<file path="src/rtl/ovl_pkg.sv">
package ovl_pkg;

    localparam int ADDR_W = 16;
    localparam int CTRL_W = 8;

    localparam logic [ADDR_W-1:0] DEF_RAM_BASE   = 16'hFC00;
    localparam logic [ADDR_W-1:0] DEF_RAM_LAST   = 16'hFD7F;
    localparam logic [ADDR_W-1:0] DEF_FLASH_LAST = 16'hEFFF;
    localparam logic [CTRL_W-1:0] CTRL_RESET     = 8'h08;

    typedef enum logic [1:0] {
        OVL_OFF   = 2'b00,
        OVL_SMALL = 2'b01,
        OVL_WIDE  = 2'b10,
        OVL_LOW   = 2'b11
    } ovl_mode_e;

    typedef struct packed {
        ovl_mode_e  win;
        logic       clk_dbl;
        logic       rsvd;
        logic [1:0] wait_mode;
        logic [1:0] wait_cnt;
    } ctrl_reg_t;

    typedef struct packed {
        logic              flash;
        logic              ram;
        logic              hit;
        logic [ADDR_W-1:0] ram_addr;
    } bus_route_t;

    function automatic logic [ADDR_W-1:0] win_first(input logic [1:0] m);
        case (m)
            2'b01:   return 16'h0080;
            2'b10:   return 16'h0080;
            default: return 16'h0000;
        endcase
    endfunction

    function automatic logic [ADDR_W-1:0] win_span(input logic [1:0] m);
        case (m)
            2'b01:   return 16'h007F;
            2'b10:   return 16'h00FF;
            default: return 16'h007F;
        endcase
    endfunction

endpackage

</file>
<file path="src/rtl/ovl_ctrl_reg.sv">
module ovl_ctrl_reg
    import ovl_pkg::*;
(
    input  logic              clk,
    input  logic              rst,
    input  logic              hw_stby,
    input  logic              wr_en,
    input  logic [CTRL_W-1:0] wdata,
    output ctrl_reg_t         ctrl
);

    ctrl_reg_t ctrl_q;

    always_ff @(posedge clk) begin
        if (rst || hw_stby) begin
            ctrl_q <= ctrl_reg_t'(CTRL_RESET);
        end else if (wr_en) begin
            ctrl_q <= ctrl_reg_t'(wdata);
        end
    end

    assign ctrl = ctrl_q;

endmodule

</file>
<file path="src/rtl/ovl_window_decode.sv">
module ovl_window_decode
    import ovl_pkg::*;
#(
    parameter logic [ADDR_W-1:0] RAM_BASE = DEF_RAM_BASE
) (
    input  ovl_mode_e         mode,
    input  logic [ADDR_W-1:0] addr,
    output logic              hit,
    output logic [ADDR_W-1:0] alias_addr
);

    localparam int NUM_MODES = 4;

    logic [NUM_MODES-1:0] in_win;

    assign in_win[0] = 1'b0;

    for (genvar w = 1; w < NUM_MODES; w++) begin : g_win
        localparam logic [1:0] MSEL = 2'(w);
        logic [ADDR_W-1:0] offset;
        assign offset    = addr - win_first(MSEL);
        assign in_win[w] = (offset <= win_span(MSEL));
    end

    assign hit        = in_win[mode];
    assign alias_addr = addr + RAM_BASE;

endmodule

</file>
<file path="src/rtl/ovl_route.sv">
module ovl_route
    import ovl_pkg::*;
#(
    parameter logic [ADDR_W-1:0] RAM_BASE   = DEF_RAM_BASE,
    parameter logic [ADDR_W-1:0] RAM_LAST   = DEF_RAM_LAST,
    parameter logic [ADDR_W-1:0] FLASH_LAST = DEF_FLASH_LAST
) (
    input  logic [ADDR_W-1:0] addr,
    input  logic              hit,
    input  logic [ADDR_W-1:0] alias_addr,
    output bus_route_t        route
);

    localparam logic [ADDR_W-1:0] RAM_SPAN = RAM_LAST - RAM_BASE;

    logic [ADDR_W-1:0] ram_off;
    logic              native_ram;
    logic              flash_area;

    assign ram_off    = addr - RAM_BASE;
    assign native_ram = (ram_off <= RAM_SPAN);
    assign flash_area = (addr <= FLASH_LAST);

    always_comb begin
        route = '0;
        if (hit) begin
            route.ram      = 1'b1;
            route.hit      = 1'b1;
            route.ram_addr = alias_addr;
        end else if (native_ram) begin
            route.ram      = 1'b1;
            route.ram_addr = addr;
        end else if (flash_area) begin
            route.flash    = 1'b1;
        end
    end

endmodule

</file>
<file path="src/rtl/ovl_remap.sv">
module ovl_remap
    import ovl_pkg::*;
#(
    parameter logic [ADDR_W-1:0] RAM_BASE   = DEF_RAM_BASE,
    parameter logic [ADDR_W-1:0] RAM_LAST   = DEF_RAM_LAST,
    parameter logic [ADDR_W-1:0] FLASH_LAST = DEF_FLASH_LAST
) (
    input  logic              clk,
    input  logic              rst,
    input  logic              hw_stby,
    input  logic              reg_wr_en,
    input  logic [CTRL_W-1:0] reg_wdata,
    output logic [CTRL_W-1:0] reg_rdata,
    input  logic [ADDR_W-1:0] bus_addr,
    output logic              flash_sel,
    output logic              ram_sel,
    output logic              ovl_hit,
    output logic [ADDR_W-1:0] ram_addr
);

    ctrl_reg_t         ctrl;
    logic              win_hit;
    logic [ADDR_W-1:0] alias_addr;
    bus_route_t        route;

    ovl_ctrl_reg u_reg (
        .clk     (clk),
        .rst     (rst),
        .hw_stby (hw_stby),
        .wr_en   (reg_wr_en),
        .wdata   (reg_wdata),
        .ctrl    (ctrl)
    );

    ovl_window_decode #(
        .RAM_BASE (RAM_BASE)
    ) u_win (
        .mode       (ctrl.win),
        .addr       (bus_addr),
        .hit        (win_hit),
        .alias_addr (alias_addr)
    );

    ovl_route #(
        .RAM_BASE   (RAM_BASE),
        .RAM_LAST   (RAM_LAST),
        .FLASH_LAST (FLASH_LAST)
    ) u_route (
        .addr       (bus_addr),
        .hit        (win_hit),
        .alias_addr (alias_addr),
        .route      (route)
    );

    assign reg_rdata = ctrl;
    assign flash_sel = route.flash;
    assign ram_sel   = route.ram;
    assign ovl_hit   = route.hit;
    assign ram_addr  = route.ram_addr;

endmodule

</file>
<file path="config.mk">
export PLATFORM = sky130hd
export DESIGN_NAME = ovl_remap
export DESIGN_NICKNAME = d
export VERILOG_FILES = /design/src/rtl/ovl_pkg.sv /design/src/rtl/ovl_ctrl_reg.sv /design/src/rtl/ovl_window_decode.sv /design/src/rtl/ovl_route.sv /design/src/rtl/ovl_remap.sv
export SDC_FILE = /design/constraint.sdc
export NUM_CORES = 1
export LEC_CHECK = 0
export ABC_AREA = 1
export CORE_ASPECT_RATIO = 0.75
export CORE_MARGIN = 8
export CORE_UTILIZATION = 36
export DETAILED_ROUTE_END_ITERATION = 10
export PLACE_DENSITY_LB_ADDON = 0.15
export SYNTH_ARGS = -nofsm -noshare
export SYNTH_HDL_FRONTEND = slang
export SYNTH_SLANG_ARGS = --single-unit
export TNS_END_PERCENT = 30
</file>
<file path="constraint.sdc">
create_clock -name clk -period 2.2 [get_ports clk]
set_input_delay 0.44 -clock clk [delete_from_list [all_inputs] [get_ports clk]]
set_output_delay 0.44 -clock clk [all_outputs]
set_load 0.01 [all_outputs]
</file>
==> results.cfg, run 1 <==
[run_status]
status = finished with violations
failed_checks = setup timing

[clock_network]
cts_hold_buf = 0
cts_tree = yes
cts_buffer_depth = 2
cts.sinks = 8
clkLatencyLatePin_ns = 0.25
root_buffer = clkbuf_4
cts_max_level = 1
clkSlewWorstSetupHoldPaths_ns = 0.05
cts_made_buffers = 3

[synth]
ys_ff_latch = 8
yosys_warnings = 0
async_flop_share_pct = 0
synthTopCellsByCount = nand2_1 (54), inv_1 (21), nor2_1 (19), nand3_1 (14), a21oi_1 (10)
synth_area_um2 = 873
synthCells = 160
syn_avg_cell_area_um2 = 5.46
synth_nets = 193
synth_area_leader_cell = nand2_1
ys_seq_area_share_pct = 18.3
ys_types = 22
synth_top_area_share_pct = 23.2
synth-edff-count = 0
synth.area.top_cells = nand2_1 (23%), dfxtp_1 (18%), inv_1 (9.0%)
synth_most_common_cell = nand2_1
ys.flop_type = dfxtp_1

[global_route]
grt_pass1_vias = 1214
grt.total_usage_pct = 16.2
grt_pass1_wl_um = 5580
grt-ovfl-total = 0
antenna_found_initial = 0
grt_max_degree = 12

[setup_path]
path_cells = buf_6 > inv_4 > ha_4 > inv_2 > nand2_2 > nand3_2 > nor2_2 > nand3_1 > nor2_1 > nand3_2 > nand2_4 > buf_6 > nand2_2 > o21ai_1 > buf_2
max_stage_delay_ns = 0.18
cpMaxStageDelayCell = nor2_1
regToRegStartpoint = u_reg.ctrl[6]
startpoint_type = primary input
arrival_ns = 1.97
rr_endpoint = u_reg.ctrl[6]
critPathKind = primary input to output pin
cp.required_ns = 1.76
r2r_cells = 2
r2r_slack_ns = 1.53
cp_max_fo = 5
end_kind = output pin

[drt]
dr.pass1.iters = 4
drt_wl_total_um = 3680
drt_iter0_markers = 49
wl_per_cell_um = 13.5
route.antenna.remaining_nets = 0
drcViolationCount = 0
vias_per_cell = 4.68
vias = 1278

[place]
portBuffers = 54
gp_congestion = 0.861
dp_slack_ns = -1.06
dp_hpwl_um = 2780

[power_and_ir_drop]
p_comb_share_pct = 44.6
p_leak_nw = 0.872
seqPwrFrac_pct = 32.1
peakVddDrop_mv = 0.272
swShare_pct = 32.5
clkPwrFrac_pct = 23.3
p_per_area_nw_per_um2 = 275
internal-power_w = 0.000322
p_total_w = 0.000478
p_sw_w = 0.000155

[layout]
drive_above_1_share_pct = 41.4
n_antenna_cell = 0
largest_reg_flops = 8
syn2layout_area_growth_pct = 99.1
nNetsFinal = 274
final-seq-area_um2 = 160
fillers = 191
multi_input_area_um2 = 729

[job]
cap_viol_max_count = 0

[sta]
relSlewSlack_pct = 79.4
tightestPinTransition_ns = 0.308
finalHoldViolCount = 0
fmax_ghz = 0.415
min_period_ns = 2.41
rsz0062_at_grt = yes
post-route-period-util_pct = 110
hold_ws_ns = 0.457
worst_clock_skew_ns = 0
slew_violations = 0
setup_viol = 19
timing.final.ws_setup_ns = -0.212

[floorplan]
io_pins = 55
die_x_um = 72.9
die_h_um = 58.7
num_rows = 15
coreArea_um2 = 2310
start_util_pct = 37.8
die_area_um2 = 4270

[hold_path]
holdPathEnd = u_reg.ctrl[1]
holdCritPathClass = flip-flop to flip-flop
hold_depth = 2
min_from = u_reg.ctrl[1]
==> power groups by stage <==
stage                     registers [W]   logic, W  clock network, W
after floorplan                0.000158  0.0000703                 0
after global placement         0.000156   0.000182                 0
after detailed placement       0.000156   0.000186                 0
after CTS                      0.000153   0.000201          0.000115
after global routing           0.000153   0.000232          0.000130
final                          0.000153   0.000213          0.000111
==> layout make-up <==
type	count	share of cell area, %
multi-input combinational	122	41.9
clock buffer	3	1.29
tap	34	2.45
sequential	8	9.21
timing repair buffer	79	38.0
inverter	27	7.12
==> worst max-delay path by stage <==
stage | from | endpoint | slack (ns) | cells after the start
2_1_floorplan | bus_addr[10] | ram_addr[0] | 0.03 | 14
6_report | bus_addr[7] | ram_addr[11] | -0.21 | 15
4_1_cts | bus_addr[10] | ram_addr[11] | -0.11 | 16
3_5_place_dp | bus_addr[10] | ram_addr[15] | -1.06 | 15
3_3_place_gp | bus_addr[10] | ram_addr[15] | -0.97 | 10
5_1_grt | bus_addr[7] | ram_addr[11] | -0.34 | 15
==> metal layers <==
layer,up-vias,share of wire (%),global-route usage (%)
met5,-,0,0
met4,0,0.43,3.69
li1,657,-,-
met1,566,45,20.3
met3,2,7.2,5.42
met2,53,48,26.2
==> placed cells by master (no fill, tap or decap), drive strengths merged <==
| master | n |
|---|---|
| nand2 | 56 |
| o21bai | 1 |
| o21ai | 8 |
| ha | 5 |
| nand3 | 16 |
| nor3b | 1 |
| o22ai | 1 |
| dlygate4sd2 | 8 |
| clkdlybuf4s15 | 1 |
| xor2 | 1 |
| dfxtp | 8 |
| buf | 49 |
| clkbuf | 5 |
| a21oi | 11 |
| nor2 | 21 |
| nor3 | 1 |
| inv | 26 |
| clkdlybuf4s50 | 19 |
| clkinv | 1 |
==> critical path, delay by kind of cell <==
family | cells | cell delay, ns
fa+ha+maj | 1 | 0.15
simple gates | 8 | 0.86
compound gates | 1 | 0.07
buf+inv | 5 | 0.44
==> metrics by stage <==
stage | setup TNS [ns] | cell area [um^2] | utilization [%] | cells
after detailed placement | -18.90 | 1590 | 68.8 | 266
final | -2.87 | 1740 | 75.3 | 273
after floorplan | 0 | 873 | - | 160
after global placement | -17.51 | 1590 | 68.8 | 266
after CTS | -0.973 | 1660 | 71.9 | 273
after global routing | -5.18 | 1740 | 75.3 | 273
==> repair_timing <==
| item | in CTS | in global routing |
|---|---|---|
| hold endpoints to repair | 0 | 0 |
| pin swaps | 17 | 13 |
| gates resized for setup | 155 | 30 |
| gates cloned | 0 | 0 |
| endpoints found under the setup margin | 19 | 19 |
| setup buffers | 4 | 0 |
==> kinds of logic after synthesis <==
kind of cell    share of synthesized area (%)
buf+inv                                  14.6
xor+xnor                                 1.00
fa+ha+maj                                7.16
simple gates                             46.0
flops                                    18.3
compound gates                           12.9
Note: power is estimated with default switching activity, not from simulation.
==> run 2, diff against run 1 <==
CORE_ASPECT_RATIO = 1.4   (was 0.75)
CORE_MARGIN = 4   (was 8)
SETUP_SLACK_MARGIN = 0.1   (was unset)
==> results.cfg, run 2 (synthesis results as in run 1) <==
[floorplan]
coreArea_um2 = 2250
num_rows = 20
die_area_um2 = 3290
io_pins = 55
die_x_um = 49.6
start_util_pct = 38.8
die_h_um = 66.3

[layout]
nNetsFinal = 286
final_common_cell = nand2_1
largest_reg_flops = 8
layout_common_cells = nand2_1 (47), buf_4 (31), buf_2 (20), clkdlybuf4s50_1 (19), inv_1 (16)
n_antenna_cell = 0
fin_util_pct = 83.1
fillers = 150
final_cells = 273
drive_above_1_share_pct = 47.8
syn2layout_area_growth_pct = 114

[global_route]
grt_pass1_vias = 1406
grt_max_degree = 12
grt-ovfl-total = 0
grt.total_usage_pct = 23.9
grt_pass1_wl_um = 6020
antenna_found_initial = 0

[setup_path]
end_kind = output pin
startpoint_type = primary input
cp_max_fo = 6
arrival_ns = 2.06
critPathKind = primary input to output pin
cp.required_ns = 1.76

[clock_network]
cts_max_level = 1
clkLatencyLatePin_ns = 0.25
cts_tree = yes
cts.sinks = 8
cts_buffer_depth = 2
clkSlewWorstSetupHoldPaths_ns = 0.06
cts_hold_buf = 0
root_buffer = clkbuf_4
cts_made_buffers = 3

[sta]
rsz0062_at_grt = yes
worst_clock_skew_ns = 0
tns_ns = -4.26
post-route-period-util_pct = 114
timing.final.ws_setup_ns = -0.298
finalHoldViolCount = 0
tightestPinTransition_ns = 0.343
setup_viol = 19
fmax_ghz = 0.400
slew_violations = 0
min_period_ns = 2.50
relSlewSlack_pct = 76.9

[drt]
drcViolationCount = 0
vias = 1421
drt_iter0_markers = 41
route.antenna.remaining_nets = 0
drt_wl_total_um = 3950
vias_per_cell = 5.21
wl_per_cell_um = 14.5
dr.pass1.iters = 4

[place]
dp_slack_ns = -1.05
portBuffers = 54
gp_congestion = 0.879
dp.cells = 259
dp_hpwl_um = 2510

[hold_path]
holdCritPathClass = flip-flop to flip-flop

[power_and_ir_drop]
p_leak_nw = 0.961
peakVddDrop_mv = 0.244
p_per_area_nw_per_um2 = 273

[run_status]
status = finished with violations
failed_checks = setup timing

[job]
cap_viol_max_count = 0
==> run 2: changes by cell type in the layout (fill, tap and decap cells not counted), moves of 3 or more <==
cell	before	now
buf_4	18	31
nand3_2	5	8
nor2_1	13	7
nor2_2	7	12
==> run 2: stage by stage <==
stage               area, um^2  power, W  hold slack (ns)
floorplan                  925  0.000234            0.486
global placement          1660  0.000349            0.441
detailed placement        1660  0.000354            0.459
CTS                       1790  0.000485            0.470
global route              1870  0.000538            0.486
finish                    1870  0.000510            0.470
==> run 2: final timing paths <==
| path | startpoint | end | slack [ns] | cells past startpoint |
|---|---|---|---|---|
| worst max-delay path | bus_addr[8] | ram_addr[15] | -0.30 | 15 |
| worst min register to register | u_reg.ctrl[2] | u_reg.ctrl[2] | 0.47 | 2 |
| worst max register to register | u_reg.ctrl[6] | u_reg.ctrl[6] | 1.55 | 2 |
| worst min-delay path | u_reg.ctrl[2] | u_reg.ctrl[2] | 0.47 | 2 |
==> run 2: routing by layer <==
layer / vias to the layer above / part of all wire (%) / GRT usage [%] / wire length (um)
met5: - / 0 / 0 / 0
met4: 0 / 4.5 / 17.0 / 178
met3: 14 / 4.6 / 2.48 / 181
met2: 61 / 55 / 48.8 / 2190
met1: 666 / 35 / 20.8 / 1400
li1: 680 / - / - / -
==> run 2: repair_timing <==
action,4_1_cts,5_1_grt
gates cloned,0,0
resized for setup,164,23
endpoints found under the setup margin,19,19
pin swaps,19,17
buffers inserted,9,2
==> run 2: final cells by class <==
cell class	count	area [um^2]	area share, %
Multi-Input combinational cell	122	783	41.9
Timing Repair Buffer	91	751	40.1
Sequential cell	8	160	8.56
Inverter	27	126	6.76
Tap cell	22	27.5	1.47
Clock buffer	3	22.5	1.20
==> run 2: report_power, final <==
group / total, W / internal (W) / switching (W)
combinational: 0.000242 / 0.000124 / 0.000117
clock: 0.000115 / 0.0000626 / 0.0000524
sequential: 0.000153 / 0.000150 / 0.00000320
==> run 2: critical path, cell delays in order <==
cell and delay (ns):
buf_6 0.10, buf_4 0.14, nor2_4 0.12, nand2_2 0.10, nand2_2 0.08, nand2_1 0.07
inv_1 0.06, nand2_1 0.10, o21bai_1 0.19, nand2_2 0.10, nand2_2 0.09, buf_6 0.13
nand2_4 0.06, a21oi_2 0.13, buf_2 0.13
